<file path="src/rtl/stride_prefetcher.sv">
module stride_prefetcher #(
  parameter int ADDR_W     = 32,
  parameter int LINE_BITS  = 6,
  parameter int PAGE_BITS  = 12,
  parameter int AHEAD_LOG2 = 2
) (
  input  logic              clk,
  input  logic              rst_n,
  input  logic              acc_valid,
  input  logic [ADDR_W-1:0] acc_addr,
  output logic              pf_valid,
  input  logic              pf_ready,
  output logic [ADDR_W-1:0] pf_addr
);
  localparam int TAG_W = ADDR_W - LINE_BITS;
  localparam logic [ADDR_W-1:0] LINE_BYTES = ADDR_W'(1) << LINE_BITS;

  logic              seen_q;
  logic [ADDR_W-1:0] prev_addr_q;
  logic [ADDR_W-1:0] cand_q;
  logic              out_v_q;
  logic [TAG_W-1:0]  out_line_q;
  logic              hist_v_q;
  logic [TAG_W-1:0]  hist_line_q;

  logic [ADDR_W-1:0] delta, far_tgt, near_tgt, tgt;
  logic              repeat_acc, locked, same_page, dup, fire;

  assign delta      = acc_addr - prev_addr_q;
  assign repeat_acc = seen_q && (delta == '0);
  assign locked     = seen_q && (delta != '0) && (delta == cand_q);
  assign far_tgt    = acc_addr + (delta << AHEAD_LOG2);
  assign near_tgt   = {acc_addr[ADDR_W-1:LINE_BITS], {LINE_BITS{1'b0}}} + LINE_BYTES;
  assign tgt        = locked ? far_tgt : near_tgt;
  assign same_page  = tgt[ADDR_W-1:PAGE_BITS] == acc_addr[ADDR_W-1:PAGE_BITS];
  assign dup        = hist_v_q && (tgt[ADDR_W-1:LINE_BITS] == hist_line_q);
  assign fire       = acc_valid && !repeat_acc && same_page && !dup;

  always_ff @(posedge clk) begin
    if (!rst_n) begin
      seen_q      <= 1'b0;
      prev_addr_q <= '0;
      cand_q      <= '0;
      out_v_q     <= 1'b0;
      out_line_q  <= '0;
      hist_v_q    <= 1'b0;
      hist_line_q <= '0;
    end else begin
      if (acc_valid && !repeat_acc) begin
        seen_q      <= 1'b1;
        prev_addr_q <= acc_addr;
        if (seen_q) cand_q <= delta;
      end
      if (fire) begin
        out_v_q     <= 1'b1;
        out_line_q  <= tgt[ADDR_W-1:LINE_BITS];
        hist_v_q    <= 1'b1;
        hist_line_q <= tgt[ADDR_W-1:LINE_BITS];
      end else if (pf_ready) begin
        out_v_q <= 1'b0;
      end
    end
  end

  assign pf_valid = out_v_q;
  assign pf_addr  = {out_line_q, {LINE_BITS{1'b0}}};
endmodule

</file>
<file path="config.mk">
export PLATFORM = sky130hd
export DESIGN_NAME = stride_prefetcher
export DESIGN_NICKNAME = d
export VERILOG_FILES = /design/src/rtl/stride_prefetcher.sv
export SDC_FILE = /design/constraint.sdc
export NUM_CORES = 1
export LEC_CHECK = 0
export ABC_AREA = 1
export BUFFER_PORTS_ARGS = -buffer_cell sky130_fd_sc_hd__clkbuf_2
export CAP_MARGIN = 20
export CORE_MARGIN = 1
export CORE_UTILIZATION = 25
export DETAILED_ROUTE_END_ITERATION = 6
export PLACE_DENSITY_LB_ADDON = 0.12
export RECOVER_POWER = 100
export SYNTH_ARGS = -nofsm -noshare
export SYNTH_HDL_FRONTEND = slang
export SYNTH_SLANG_ARGS = --single-unit
</file>
<file path="constraint.sdc">
create_clock -name clk -period 9.9 [get_ports clk]
set_input_delay 1.98 -clock clk [delete_from_list [all_inputs] [get_ports clk]]
set_output_delay 1.98 -clock clk [all_outputs]
set_load 0.03 [all_outputs]
</file>
==> results of run 1 <==
## layout make-up
type	count	area [sq um]
Tap cell	525	657
Clock buffer	10	239
Timing Repair Buffer	66	312
Fill cell	4662	28700
Inverter	326	1220
Sequential cell	93	1860
Multi-Input combinational cell	1369	6840
Clock inverter	6	92.6
## flip-flops by register name, indices dropped and copies added (netlist names)
register     flops
prev_addr_q     32
pf_valid         1
hist_line_q     26
hist_v_q         1
cand_q          32
seen_q           1
## final timing paths
path / startpoint / to / slack [ns] / cells after the start
hold reg to reg: prev_addr_q[2] / prev_addr_q[2] / 0.46 / 2
hold / removal: prev_addr_q[2] / prev_addr_q[2] / 0.46 / 2
setup / recovery: acc_addr[0] / hist_line_q[17] / 1.84 / 29
setup reg to reg: prev_addr_q[0] / hist_line_q[17] / 3.25 / 27
## cell families (layout without fill, tap and decap cells)
group	Yosys count	in the layout	synth area share, %
AO/OA/AOI/OAI	242	242	12.6
XOR/XNOR	56	56	4.83
adder cells (fa/ha/maj)	64	64	7.96
buffers and inverters	369	408	14.4
flip-flops	93	93	18.3
other	1	6	0.0369
AND/OR/NAND/NOR	1001	1001	41.9
## worst reg2reg max path, cell delays in order, from the launching register on
cell and delay [ns]:
dfxtp_1 0.33, ha_1 0.14, inv_1 0.08, fa_1 0.45
nand2_1 0.14, nand2_1 0.12, nand3_1 0.11, nand2_1 0.15
nand2_1 0.14, nand2_1 0.15, nand2_1 0.12, nand2_1 0.10
nor2_1 0.17, nand3_1 0.15, nor3_2 0.21, nand3_2 0.44
nand3_4 0.51, clkinv_1 0.35, nand2_1 0.20, nand3_1 0.09
a21oi_1 0.15, nand3_1 0.11, nor2_1 0.27, nand3_1 0.40
nand2_1 1.14, nand2_1 0.15, nand2_1 0.11, nor2_1 0.04
## through the flow
step	setup WS [ns]	hold slack, ns	utilization, %	instances	area (sq um)
6_report	1.84	0.457	28.1	2395	11200
5_1_grt	1.08	0.470	28.1	2395	11200
4_1_cts	2.31	0.465	28.2	2394	11300
3_5_place_dp	1.93	0.454	27.4	2378	10900
3_3_place_gp	1.86	0.449	27.4	2378	10900
2_1_floorplan	4.04	0.433	-	1831	10200
## power by group
group / switching, mW / internal (mW)
logic: 0.469 / 0.221
registers: 0.00689 / 0.392
clock network: 0.186 / 0.230
## layer usage
layer	track usage [%]	share of wire, %	wire length, um
met1	25.3	49	18300
met4	5.32	2.1	790
met2	30.9	45	16900
met3	2.46	3.6	1340
met5	0	0	0
## cell usage in the layout (no fill, tap or decap), types with 5 or more instances in the layout
master | Yosys | routed
a21oi_1 | 128 | 128
a31oi_1 | 5 | 5
clkbuf_1 | 20 | 29
clkbuf_16 | 0 | 9
clkbuf_2 | 0 | 35
conb_1 | 1 | 6
dfxtp_1 | 93 | 93
ha_1 | 63 | 63
inv_1 | 319 | 319
nand2_1 | 582 | 584
nand2_2 | 10 | 8
nand3_1 | 137 | 137
nand3b_1 | 15 | 15
nand4_1 | 45 | 45
nor2_1 | 175 | 175
nor3_1 | 14 | 14
nor4_1 | 7 | 7
o21ai_0 | 83 | 83
o21bai_1 | 6 | 6
xnor2_1 | 14 | 14
xor2_1 | 42 | 42
==> results.toml, run 1 <==
[die]
core.rowCount = 73
io_pins = 69
start_util_pct = 25.4
core_sq_mm = 0.0399
die_area_sq_mm = 0.0414
die_x_um = 204
die_y_um = 204

[logic_synthesis]
syn_area_per_cell_sq_um = 5.56
yosysMostFrequentCell = "nand2_1"
async_flop_share_pct = 0
yosys-top-cells-area = "nand2_1 22%, dfxtp_1 18%, inv_1 12%"
synth_edf_count = 0
yosysWarnings = 0
synthFlopType = "dfxtp_1"
ys_seq_area_share_pct = 18.3
synth_top_area_share_pct = 21.5
yosysUniqueCellTypes = 41
synthTopCellsByCount = "582 x nand2_1, 319 x inv_1, 175 x nor2_1"
yosysTopAreaCell = "nand2_1"
syn_area_sq_mm = 0.0102
postSynthCellCount = 1826
ys_ff_latch = 93

[timing]
grt_setup_unrepaired = "no"
slew_headroom_pct = -61.2
setup_viol = 0
fmax_mhz = 124
final_hold_viol_count = 0
worstMarginPinSlew_ns = 2.42
fin_setup_tns_ns = 0
period_share_pct = 81.4
period_minus_slack_ns = 8.06
slew_viol_final = 115
clock_skew_ns = 0.0188

[placement]
dpl.hpwl_um = 31000
gp_congestion = 0.842
io_buffer_count = 62

[cells_and_area]
drive_above_1_share_pct = 4.22
areaGrowthSynthToFinish_pct = 10.6
insertedDiodeCount = 0
fin_nets = 1965

[power_and_ir_drop]
peakVddDrop_v = 0.0000956
p_total_mw = 1.51
p_per_area_mw_per_mm2 = 134
p_leak_nw = 5.91

[global_route]
grt_pass1_vias = 10400
overflow = 0
antenna_found_initial = 0
grt_max_degree = 62
grt_pass1_wl_um = 59300
grtUsageTotal_pct = 18.7

[clock_tree]
clock_sinks = 93
cts_root_buf = "clkbuf_16"
clkLatencyLatePin_ns = 0.39
htree_levels = 3
post_cts_resized = 0
cts_tree = "yes"
ctsHoldBuffers = 0
cts_setup_buffers = 0
clock_path_buffers = 2
cts_inserted_buffers = 9
path_clk_slew_ns = 0.08

[setup_path]
cp_max_fo = 41
startpoint_type = "primary input"
arrival_ns = 8.33
cpLargestDelayFamily = "simple AND/OR/NAND/NOR gates"
path_common_cell = "nand2_1"
criticalPathCategory = "in -> reg"
end_kind = "flip-flop"
slowest_stage = "nand2_1"
required_ns = 10.17
cp_num_buf_inv = 4
slowest_delay_ns = 1.14

[routing]
firstDrtPassIters = 5
detail_route.wl_per_cell_um = 15.6
first_iter_violations = 619
drt-total-wl_um = 37300
num_vias = 10900
via_per_inst = 4.55
route.detailed.drc = 0
ant_nets = 0

[status]
violations = "capacitance limit, slew limit"
status = "finished with violations"

[flow_run]
maxCapViolations = 2

[worst_hold_path]
min_path_type = "reg -> reg"
Note: power is estimated with default switching activity, not from simulation.
==> run 2, diff against run 1 <==
==> constraint.sdc (replaced) <==
create_clock -name clk -period 7.7 [get_ports clk]
set_input_delay 1.54 -clock clk [delete_from_list [all_inputs] [get_ports clk]]
set_output_delay 1.54 -clock clk [all_outputs]
set_load 0.03 [all_outputs]
==> run 2 against run 1 <==
  * The flow now finishes without violations
  * Design area increased by 1.2%
  * Total power is 33% higher
  * Sequential share of layout area is 0.20 points lower
  * Critical path type unchanged
==> results.toml, run 2 (same netlist as run 1, synthesis figures left out) <==
[timing]
setup_viol = 0
period_minus_slack_ns = 6.82
period_share_pct = 88.6
fin_setup_tns_ns = 0
slew_headroom_pct = 20.2
slew_viol_final = 0
fmax_mhz = 147
worstMarginPinSlew_ns = 1.20
grt_setup_unrepaired = "no"
final_hold_viol_count = 0
clock_skew_ns = 0.0138

[setup_path]
r2r_end = "hist_line_q[12]"
reg2reg_depth = 33
criticalPathCategory = "in -> reg"
required_ns = 8.01
crit_end = "hist_line_q[12]"
end_kind = "flip-flop"
cp-startpoint = "acc_addr[0]"
startpoint_type = "primary input"
r2r_setup_slack_ns = 1.87
r2r_start = "prev_addr_q[0]"
path_common_cell = "nand2_1"
slowest_stage = "fa_1"
arrival_ns = 7.13
cp_max_fo = 36
slowest_delay_ns = 0.47

[clock_tree]
ctsHoldBuffers = 0
post_cts_resized = 0
cts_tree = "yes"
clkLatencyLatePin_ns = 0.38
cts_root_buf = "clkbuf_16"
cts_setup_buffers = 0
htree_levels = 3
clock_sinks = 93
clock_path_buffers = 2
cts_inserted_buffers = 9
path_clk_slew_ns = 0.07

[cells_and_area]
utilization_pct = 28.5
reg_top3 = "cand_q: 32 flops, prev_addr_q: 32 flops, hist_line_q: 26 flops"
final_common_cell = "nand2_1"
mostFrequentLayoutCells = "584 x nand2_1, 319 x inv_1, 175 x nor2_1"
fin_nets = 1980
insertedDiodeCount = 0
drive_above_1_share_pct = 4.99
num-fill-cells = 4607
areaGrowthSynthToFinish_pct = 12.0

[power_and_ir_drop]
peakVddDrop_v = 0.000114
p_per_area_mw_per_mm2 = 176
p_leak_nw = 6.01

[routing]
firstDrtPassIters = 5
first_iter_violations = 715
num_vias = 11100
ant_nets = 0
drt-total-wl_um = 37400
route.detailed.drc = 0
via_per_inst = 4.60
detail_route.wl_per_cell_um = 15.5

[global_route]
grt_pass1_wl_um = 59600
antenna_found_initial = 0
grtUsageTotal_pct = 18.8
grt_max_degree = 92
grt_pass1_vias = 10700
overflow = 0

[die]
core.rowCount = 73
die_x_um = 204
core_sq_mm = 0.0399
start_util_pct = 25.4
die_y_um = 204
io_pins = 69
die_area_sq_mm = 0.0414

[placement]
gp_congestion = 0.899
io_buffer_count = 62
dpl.hpwl_um = 30900

[flow_run]
maxCapViolations = 0

[status]
status = "finished clean"

[worst_hold_path]
min_path_type = "reg -> reg"
==> run 2: cell types whose count changed in the layout (fill, tap and decap cells not counted), sizes merged <==
cell	change
inv	-2
clkinvlp	-2
bufinv	+2
buf	+16
==> run 2: stage by stage <==
step	instances	hold WS (ns)	setup slack, ns	instance area, sq um	power (mW)
after floorplan	1831	0.433	2.28	10200	1.17
after global routing	2409	0.483	0.285	11400	2.16
after CTS	2409	0.464	1.04	11400	2.03
after global placement	2394	0.445	0.626	11000	1.42
final	2409	0.462	0.881	11400	2.00
after detailed placement	2394	0.452	0.660	11000	1.42
==> run 2: layout make-up <==
class	instances	area [sq um]	share of cell area, %
inverter	326	1220	10.8
clock buffer	11	243	2.14
tap	525	657	5.78
clock inverter	4	120	1.06
multi-input combinational	1369	6840	60.2
timing repair buffer	81	417	3.67
sequential	93	1860	16.4
==> run 2: critical path: cells and delay by family <==
family                   cells  cell delay [ns]
XOR/XNOR                     1             0.16
AO/OA/AOI/OAI                4             1.05
AND/OR/NAND/NOR             22             2.78
buffers and inverters        5             0.60
adder cells (fa/ha/maj)      3             0.96
==> run 2: worst min path at each step <==
stage | startpoint | to | slack, ns | depth (start not counted)
6_report | prev_addr_q[13] | prev_addr_q[13] | 0.46 | 2
5_1_grt | prev_addr_q[2] | prev_addr_q[2] | 0.48 | 2
4_1_cts | prev_addr_q[13] | prev_addr_q[13] | 0.46 | 2
3_5_place_dp | prev_addr_q[8] | prev_addr_q[8] | 0.45 | 2
3_3_place_gp | prev_addr_q[8] | prev_addr_q[8] | 0.45 | 2
2_1_floorplan | prev_addr_q[10] | prev_addr_q[10] | 0.43 | 2
==> run 2: report_power, final <==
part / internal [mW] / switching, mW / leakage (nW)
Sequential: 0.505 / 0.00915 / 0.763
Combinational: 0.289 / 0.605 / 5.07
Clock: 0.358 / 0.232 / 0.176
==> run 2: layer usage <==
metal,global-route usage [%],wire length (um),up-vias
met5,0,0,-
li1,-,-,5858
met1,25.2,18100,4988
met3,1.85,1350,31
met2,31.6,17200,213
met4,5.72,750,0
